## config.mk

```make
export PLATFORM = sky130hd
export DESIGN_NAME = ptp_tod
export DESIGN_NICKNAME = d
export VERILOG_FILES = /design/src/rtl/ptp_tod.sv
export SDC_FILE = /design/constraint.sdc
export NUM_CORES = 1
export LEC_CHECK = 0
export ABC_AREA = 1
export BUFFER_PORTS_ARGS = -buffer_cell sky130_fd_sc_hd__clkbuf_2
export CORE_MARGIN = 5
export CORE_UTILIZATION = 25
export CTS_BUF_LIST = sky130_fd_sc_hd__clkbuf_4 sky130_fd_sc_hd__clkbuf_8
export DETAILED_ROUTE_END_ITERATION = 7
export GPL_TIMING_DRIVEN = 0
export SLEW_MARGIN = 15
export SYNTH_ARGS = -nofsm -noshare
export SYNTH_HDL_FRONTEND = slang
export SYNTH_SLANG_ARGS = --single-unit
```

## constraint.sdc

```tcl
create_clock -name clk -period 7.5 [get_ports clk]
set_input_delay 1.875 -clock clk [delete_from_list [all_inputs] [get_ports clk]]
set_output_delay 1.875 -clock clk [all_outputs]
set_load 0.005 [all_outputs]
```

## src/rtl/ptp_tod.sv

```systemverilog
module ptp_tod #(
  parameter int unsigned W       = 32,
  parameter int unsigned NOM_NS  = 8,
  parameter int unsigned NS_WRAP = 1_000_000_000
) (
  input  logic         clk,
  input  logic         rst_n,
  input  logic         wr_en,
  input  logic         rd_en,
  input  logic [1:0]   addr,
  input  logic [W-1:0] wdata,
  output logic [W-1:0] rdata,
  output logic [W-1:0] time_sec,
  output logic [W-1:0] time_ns,
  output logic [W-1:0] time_frac
);
  localparam logic [W:0] NOM_X  = (W+1)'(NOM_NS);
  localparam logic [W:0] WRAP_X = (W+1)'(NS_WRAP);

  logic [W-1:0] sec_q, ns_q, frac_q, corr_q;
  logic [W-1:0] sh_sec, sh_ns;
  logic [W-1:0] st_sec, st_ns, st_frac;
  logic         load_pend;

  wire         neg  = corr_q[W-1];
  wire [W:0]   mag  = {2'b00, corr_q[W-2:0]};
  wire [W:0]   fsum = neg ? ({1'b0, frac_q} - mag) : ({1'b0, frac_q} + mag);
  wire         cy   = fsum[W];
  wire [W:0]   step = neg ? (NOM_X - (W+1)'(cy)) : (NOM_X + (W+1)'(cy));
  wire [W:0]   nsum = {1'b0, ns_q} + step;
  wire         wrap = nsum >= WRAP_X;
  wire [W:0]   nwr  = nsum - WRAP_X;
  wire [W-1:0] ns_next = wrap ? nwr[W-1:0] : nsum[W-1:0];

  wire wr_frac = wr_en && addr == 2'd0;
  wire wr_ns   = wr_en && addr == 2'd1;
  wire wr_sec  = wr_en && addr == 2'd2;
  wire wr_corr = wr_en && addr == 2'd3;
  wire capture = rd_en && addr == 2'd0;

  always_ff @(posedge clk) begin
    if (!rst_n) begin
      sec_q  <= '0;
      ns_q   <= '0;
      frac_q <= '0;
    end else if (load_pend) begin
      sec_q  <= st_sec;
      ns_q   <= st_ns;
      frac_q <= st_frac;
    end else begin
      sec_q  <= sec_q + W'(wrap);
      ns_q   <= ns_next;
      frac_q <= fsum[W-1:0];
    end
  end

  always_ff @(posedge clk) begin
    if (!rst_n) begin
      corr_q    <= '0;
      st_sec    <= '0;
      st_ns     <= '0;
      st_frac   <= '0;
      load_pend <= 1'b0;
    end else begin
      load_pend <= wr_sec;
      if (wr_corr) corr_q <= wdata;
      if (wr_ns)   st_ns  <= wdata;
      if (wr_sec)  st_sec <= wdata;
      if (wr_frac)        st_frac <= wdata;
      else if (load_pend) st_frac <= '0;
    end
  end

  always_ff @(posedge clk) begin
    if (!rst_n) begin
      sh_sec <= '0;
      sh_ns  <= '0;
    end else if (capture) begin
      sh_sec <= sec_q;
      sh_ns  <= ns_q;
    end
  end

  always_comb begin
    case (addr)
      2'd0:    rdata = frac_q;
      2'd1:    rdata = sh_ns;
      2'd2:    rdata = sh_sec;
      default: rdata = corr_q;
    endcase
  end

  assign time_sec  = sec_q;
  assign time_ns   = ns_q;
  assign time_frac = frac_q;
endmodule

```

==> results of run 1 <==
cell usage after synthesis (4+ instances only):
cell	n
nand3_2	5
nor2_1	190
nor4_1	13
xnor2_1	14
nand2_4	8
a31oi_1	6
o21ai_0	257
inv_2	8
buf_6	6
nor2_2	10
inv_1	318
xor2_1	79
nand3_1	168
buf_1	17
o211ai_1	4
nand4_1	37
nand2_1	380
o21bai_1	4
a22o_1	16
nor2_4	4
nand2_2	18
a21oi_1	292
nor3_1	29
o2111ai_1	15
dfxtp_1	289
ha_1	39
clkbuf_1	95
flip-flops by register name, summed over array words and instances, names as in the netlist:
name and count:
corr_q 32, load_pend 1, sh_ns 32, sh_sec 32
st_frac 32, st_ns 32, st_sec 32, time_frac 32
time_ns 32, time_sec 32
final timing paths:
path                                              start                 endpoint  slack [ns]  depth (start not counted)
worst max-delay path             corr_q[0]$_SDFFE_PN0P_  time_sec[18]$_SDFF_PN0_      -0.004                         55
worst min-delay path            st_sec[29]$_SDFFE_PN0P_  st_sec[29]$_SDFFE_PN0P_        0.45                          2
worst max register to register   corr_q[0]$_SDFFE_PN0P_  time_sec[18]$_SDFF_PN0_      -0.004                         55
worst min register to register  st_sec[29]$_SDFFE_PN0P_  st_sec[29]$_SDFFE_PN0P_        0.45                          2
final cells by class:
class / count / area [um2]
fillers: 7007 / 43400
well taps: 855 / 1070
multi-input cells: 1626 / 9220
flip-flops and latches: 289 / 5790
inverters: 328 / 1240
clock inverters: 12 / 110
clock buffers: 84 / 1050
plain buffers: 119 / 492
diodes: 2 / 5.00
repair buffers: 273 / 1740
metrics by stage:
step,hold WS (ns),std cells,worst slack [ns]
finish,0.454,3588,-0.00439
global route,0.468,3586,-0.240
CTS,0.453,3564,-0.314
detailed placement,0.444,3383,-1.87
global placement,0.439,3383,-1.85
floorplan,0.430,2363,0.0139
cell families after synthesis:
| group | count (synthesis) |
|---|---|
| adders and majority gates | 40 |
| DFF | 289 |
| and+or+nand+nor | 878 |
| xor gates and xnor gates | 93 |
| AOI/OAI and AO/OA | 615 |
| buffers and inverters | 448 |
repair_timing:
action	4_1_cts	5_1_grt
resized for setup	100	84
setup endpoints to repair	31	23
setup buffers	84	28
gates cloned	1	0
pin swaps	63	64
critical path, delay by kind of cell, from the launching register on:
| kind | cells | cell delay, ns |
|---|---|---|
| and+or+nand+nor | 28 | 3.63 |
| buffers and inverters | 15 | 1.45 |
| adders and majority gates | 5 | 0.88 |
| AOI/OAI and AO/OA | 5 | 0.74 |
| DFF | 1 | 0.36 |
| xor gates and xnor gates | 2 | 0.35 |
power by group through the flow:
stage | clock (mW) | sequential, mW | combinational [mW]
floorplan | 0 | 1.81 | 0.926
global placement | 0 | 1.88 | 1.39
detailed placement | 0 | 1.88 | 1.40
CTS | 1.68 | 1.85 | 1.52
global route | 1.75 | 1.87 | 1.76
finish | 1.67 | 1.86 | 1.60
metal layers:
metal | vias up | track usage | share of wire
met5 | - | 0 | 0.00028
met4 | 4 | 0.0686 | 0.041
met3 | 167 | 0.0564 | 0.11
met2 | 895 | 0.311 | 0.43
met1 | 8515 | 0.267 | 0.41
li1 | 8448 | - | -
==> impl_metrics.toml, run 1 <==
[layout]
fin_area_um2 = 20700
final_common_cell = "nand2_1"
syn_to_final_growth_pct = 28.9
final_util = 0.323
drive_gt1_frac = 0.200
nets = 2767
layout_common_cells = "nand2_1 (348), inv_1 (308), a21oi_1 (288)"

[clock_network]
clk_latency_ns = 0.69
cts_buffer_depth = 3
path_clk_slew_ns = 0.07
cts_made_buffers = 52
cts.sinks = 289
cts_tree = "built"
root_buffer = "clkbuf_8"
htree_levels = 2
hold_buffers = 0

[logic_synthesis]
synth_top_area_cell = "dfxtp_1"
synth_top_family_by_area = "simple AND/OR/NAND/NOR gates"
synth_ff_type = "dfxtp_1"
synth-compound-area-share = 0.205
synthTopCellsByArea = "dfxtp_1 (36%), a21oi_1 (9.1%), nand2_1 (8.9%), o21ai_0 (8.0%), inv_1 (7.4%)"
syn_area_um2 = 16100
yosys.area.top_type_share = 0.360
async_reset_ff_frac = 0
synth_fa_ha_area_frac = 0.0316
ys_ff_latch = 289
yosys.area_share.simple = 0.245
synth-seq-area-share = 0.360
synth_nets = 2441
yosys_warnings = 0
synthMuxAreaShare = 0
synth_cells = 2363
synth.distinct_cells = 51
syn_area_per_cell_um2 = 6.80
synth-xor-area-share = 0.0507
synth_edf_count = 0

[sta]
worstMarginPinSlew_ns = 1.03
rsz0062_at_grt = "true"
finalSetupViolCount = 1
fmax_mhz = 133
setup_slack_ns = -0.00439
maxSlewHeadroom = 0.308
fin_crit_ns = 7.50
fin_skew_ns = 0.0595
tns_ns = -0.00439
fin_crit_sh = 1.00
finalHoldViolations = 0
slew_violations = 0

[job]
cap_violations = 0

[global_routing]
overflow = 0
grt_pass1_vias = 16700
grt_max_degree = 16
antenna_found_initial = 7
grt_util_all_layers = 0.200
grt_pass1_wl_um = 106000

[routing]
dr.pass1.iters = 7
wl_per_cell_um = 20.6
drt-initial-drc-count = 2029
dr_total_vias = 18000
viasPerCell = 5.02
drc = 0
ant_nets = 0
routed_wl_um = 74100

[floorplan]
die_x_um = 264
coreArea_um2 = 64100
io_pins = 166
row_count = 93
initial_core_util = 0.251
die_area_um2 = 69500
die_h_um = 264

[pwr]
combPwrFrac = 0.312
internal-power_mw = 3.23
power.sequential.fraction = 0.363
clkPwrFrac = 0.325
p_per_area_nw_per_um2 = 247
p_leak_nw = 9.50
ir_drop_mv = 0.106
power_mw = 5.12
power_switching_share = 0.370
p_switching_mw = 1.89

[placed_design]
io_buffer_count = 165
placed_cell_area_um2 = 18000
dp_hpwl_um = 57900
gp_congestion = 0.978

[run_status]
violations = "negative setup slack"
status = "finished, violations left"

[critical_path]
path_max_fanout = 5
worstPathRequired_ns = 8.06
arrival_ns = 8.07
critical_path_class = "flip-flop to flip-flop"
startpoint_type = "flip-flop"
crit_path_max_incr_delay_ns = 0.47
cp-end-kind = "flip-flop"
critical_path.slowest_cell = "or4_4"

[min_path]
min-delay-path-class = "flip-flop to flip-flop"
Note: power is estimated with default switching activity, not from simulation.
==> inputs of run 2 (changes only) <==
--- a/config.mk
+++ b/config.mk
@@ -7,6 +7,7 @@
 export LEC_CHECK = 0
 export ABC_AREA = 1
 export BUFFER_PORTS_ARGS = -buffer_cell sky130_fd_sc_hd__clkbuf_2
+export CORE_ASPECT_RATIO = 1.2
 export CORE_MARGIN = 5
 export CORE_UTILIZATION = 25
 export CTS_BUF_LIST = sky130_fd_sc_hd__clkbuf_4 sky130_fd_sc_hd__clkbuf_8
==> run 2 against run 1 <==
Against the previous run:
- the run now ends clean
- non-clock buffer count shrank 33
- die area is essentially flat
- clock power shrank 5%
- via count shrank 1.5%
- sequential share of layout area grew 0.61 points
- maximum frequency grew 1.4%
- setup slack gained 0.10 ns
- power shrank 2.1%
==> impl_metrics.toml, run 2 (synthesized netlist as in run 1, its figures left out) <==
[pwr]
p_switching_mw = 1.85
ir_drop_mv = 0.101
power_switching_share = 0.370
power.sequential.fraction = 0.370
combPwrFrac = 0.313
p_leak_nw = 9.25
internal-power_mw = 3.16
p_per_area_nw_per_um2 = 247
clkPwrFrac = 0.316

[run_status]
status = "finished, final reports clean"

[layout]
n_fill_cell = 6915
regArea_um2 = 5790
syn_to_final_growth_pct = 26.1
nets = 2730
layout_common_cells = "nand2_1 (342), inv_1 (311), a21oi_1 (289)"
final_common_cell = "nand2_1"
multi_input_area_um2 = 9230
drive_gt1_frac = 0.187

[critical_path]
startpoint_type = "flip-flop"
worstPathRequired_ns = 8.04
critical_path.slowest_cell = "or4_4"
crit_path_max_incr_delay_ns = 0.57
cp-end-kind = "flip-flop"
critical_path_class = "flip-flop to flip-flop"
r2r_slack_ns = 0.1
arrival_ns = 7.94
cp_common_cell = "nand2_2"
path_max_fanout = 3

[global_routing]
overflow = 0
grt_pass1_vias = 16400
grt_util_all_layers = 0.202
grt_pass1_wl_um = 105000
grt_max_degree = 13
antenna_found_initial = 4

[sta]
finalHoldViolations = 0
fin_skew_ns = 0.0416
fin_crit_sh = 0.987
worstMarginPinSlew_ns = 1.00
fin_crit_ns = 7.40
finalSetupViolCount = 0
rsz0062_at_grt = "true"
tns_ns = 0
maxSlewHeadroom = 0.325
slew_violations = 0
fin_hold_ws_ns = 0.451
fmax_mhz = 135

[clock_network]
cts_made_buffers = 48
cts_buffer_depth = 3
clk_latency_ns = 0.65
root_buffer = "clkbuf_8"
cts_tree = "built"
htree_levels = 2
cts.sinks = 289
path_clk_slew_ns = 0.07

[placed_design]
dp_hpwl_um = 57800
gp_congestion = 0.980
io_buffer_count = 165

[floorplan]
die_area_um2 = 69500
initial_core_util = 0.253
row_count = 101
io_pins = 166
die_x_um = 241
coreArea_um2 = 63600
die_h_um = 288

[routing]
drt-initial-drc-count = 1674
viasPerCell = 5.06
drc = 0
wl_per_cell_um = 20.9
ant_nets = 0
dr_total_vias = 17800
routed_wl_um = 73600
dr.pass1.iters = 6

[job]
cap_violations = 0

[min_path]
min-delay-path-class = "flip-flop to flip-flop"
==> run 2: cell types whose count changed in the layout (fill, tap and decap cells not counted), moves of 6 or more <==
cell and delta:
clkbuf_4 -7, buf_4 -16, buf_6 -16, nand2_1 -6
nor2_4 +7, clkbuf_8 -7, nor2_2 -6
==> run 2: area by class of cell <==
cell class	count	share of cell area
plain buffers	119	0.0243
well taps	824	0.0509
inverters	328	0.0609
diodes	2	0.000247
multi-input cells	1626	0.455
flip-flops and latches	289	0.286
clock buffers	70	0.0444
repair buffers	240	0.0703
clock inverters	15	0.00778
==> run 2: repair_timing <==
item | 4_1_cts | 5_1_grt
cloned | 1 | 0
endpoints found under the setup margin | 31 | 23
pin swaps | 43 | 65
buffers inserted | 53 | 21
resized for setup | 102 | 70
hold buffers | 0 | 0
==> run 2: worst max-delay path, delay by kind of cell (launching register included) <==
family,cells,cell delay (ns)
simple gates,26,4.10
fa+ha+maj,5,0.90
buf+inv,9,0.78
compound gates,5,0.73
xor+xnor,3,0.38
flops,1,0.37
==> run 2: final timing paths <==
kind                               start                       to  depth (start not counted)
hold reg to reg   st_sec[8]$_SDFFE_PN0P_   st_sec[8]$_SDFFE_PN0P_                          2
setup / recovery  corr_q[0]$_SDFFE_PN0P_  time_sec[30]$_SDFF_PN0_                         48
setup reg to reg  corr_q[0]$_SDFFE_PN0P_  time_sec[30]$_SDFF_PN0_                         48
hold / removal    st_sec[8]$_SDFFE_PN0P_   st_sec[8]$_SDFFE_PN0P_                          2
==> run 2: stage by stage <==
step,util,worst slack [ns],cells,area [um2],power (mW)
after floorplan,-,0.0139,2363,16100,2.74
after global placement,0.282,-2.00,3352,17900,3.27
after detailed placement,0.282,-2.04,3352,17900,3.28
after CTS,0.312,-0.240,3491,19900,4.96
after global routing,0.319,-0.261,3512,20300,5.27
final,0.319,0.0968,3513,20300,5.01
==> run 2: power groups by stage <==
| stage | Combinational, mW | Sequential [mW] | Clock [mW] |
|---|---|---|---|
| 6_report | 1.57 | 1.85 | 1.59 |
| 5_1_grt | 1.73 | 1.87 | 1.67 |
| 4_1_cts | 1.50 | 1.85 | 1.61 |
| 3_5_place_dp | 1.39 | 1.88 | 0 |
| 3_3_place_gp | 1.39 | 1.88 | 0 |
| 2_1_floorplan | 0.926 | 1.81 | 0 |
==> run 2: per-layer routing <==
metal  part of all wire  global-route usage
met5            0.00027                   0
met4              0.074               0.126
met3              0.085              0.0375
met2               0.46               0.331
met1               0.38               0.244
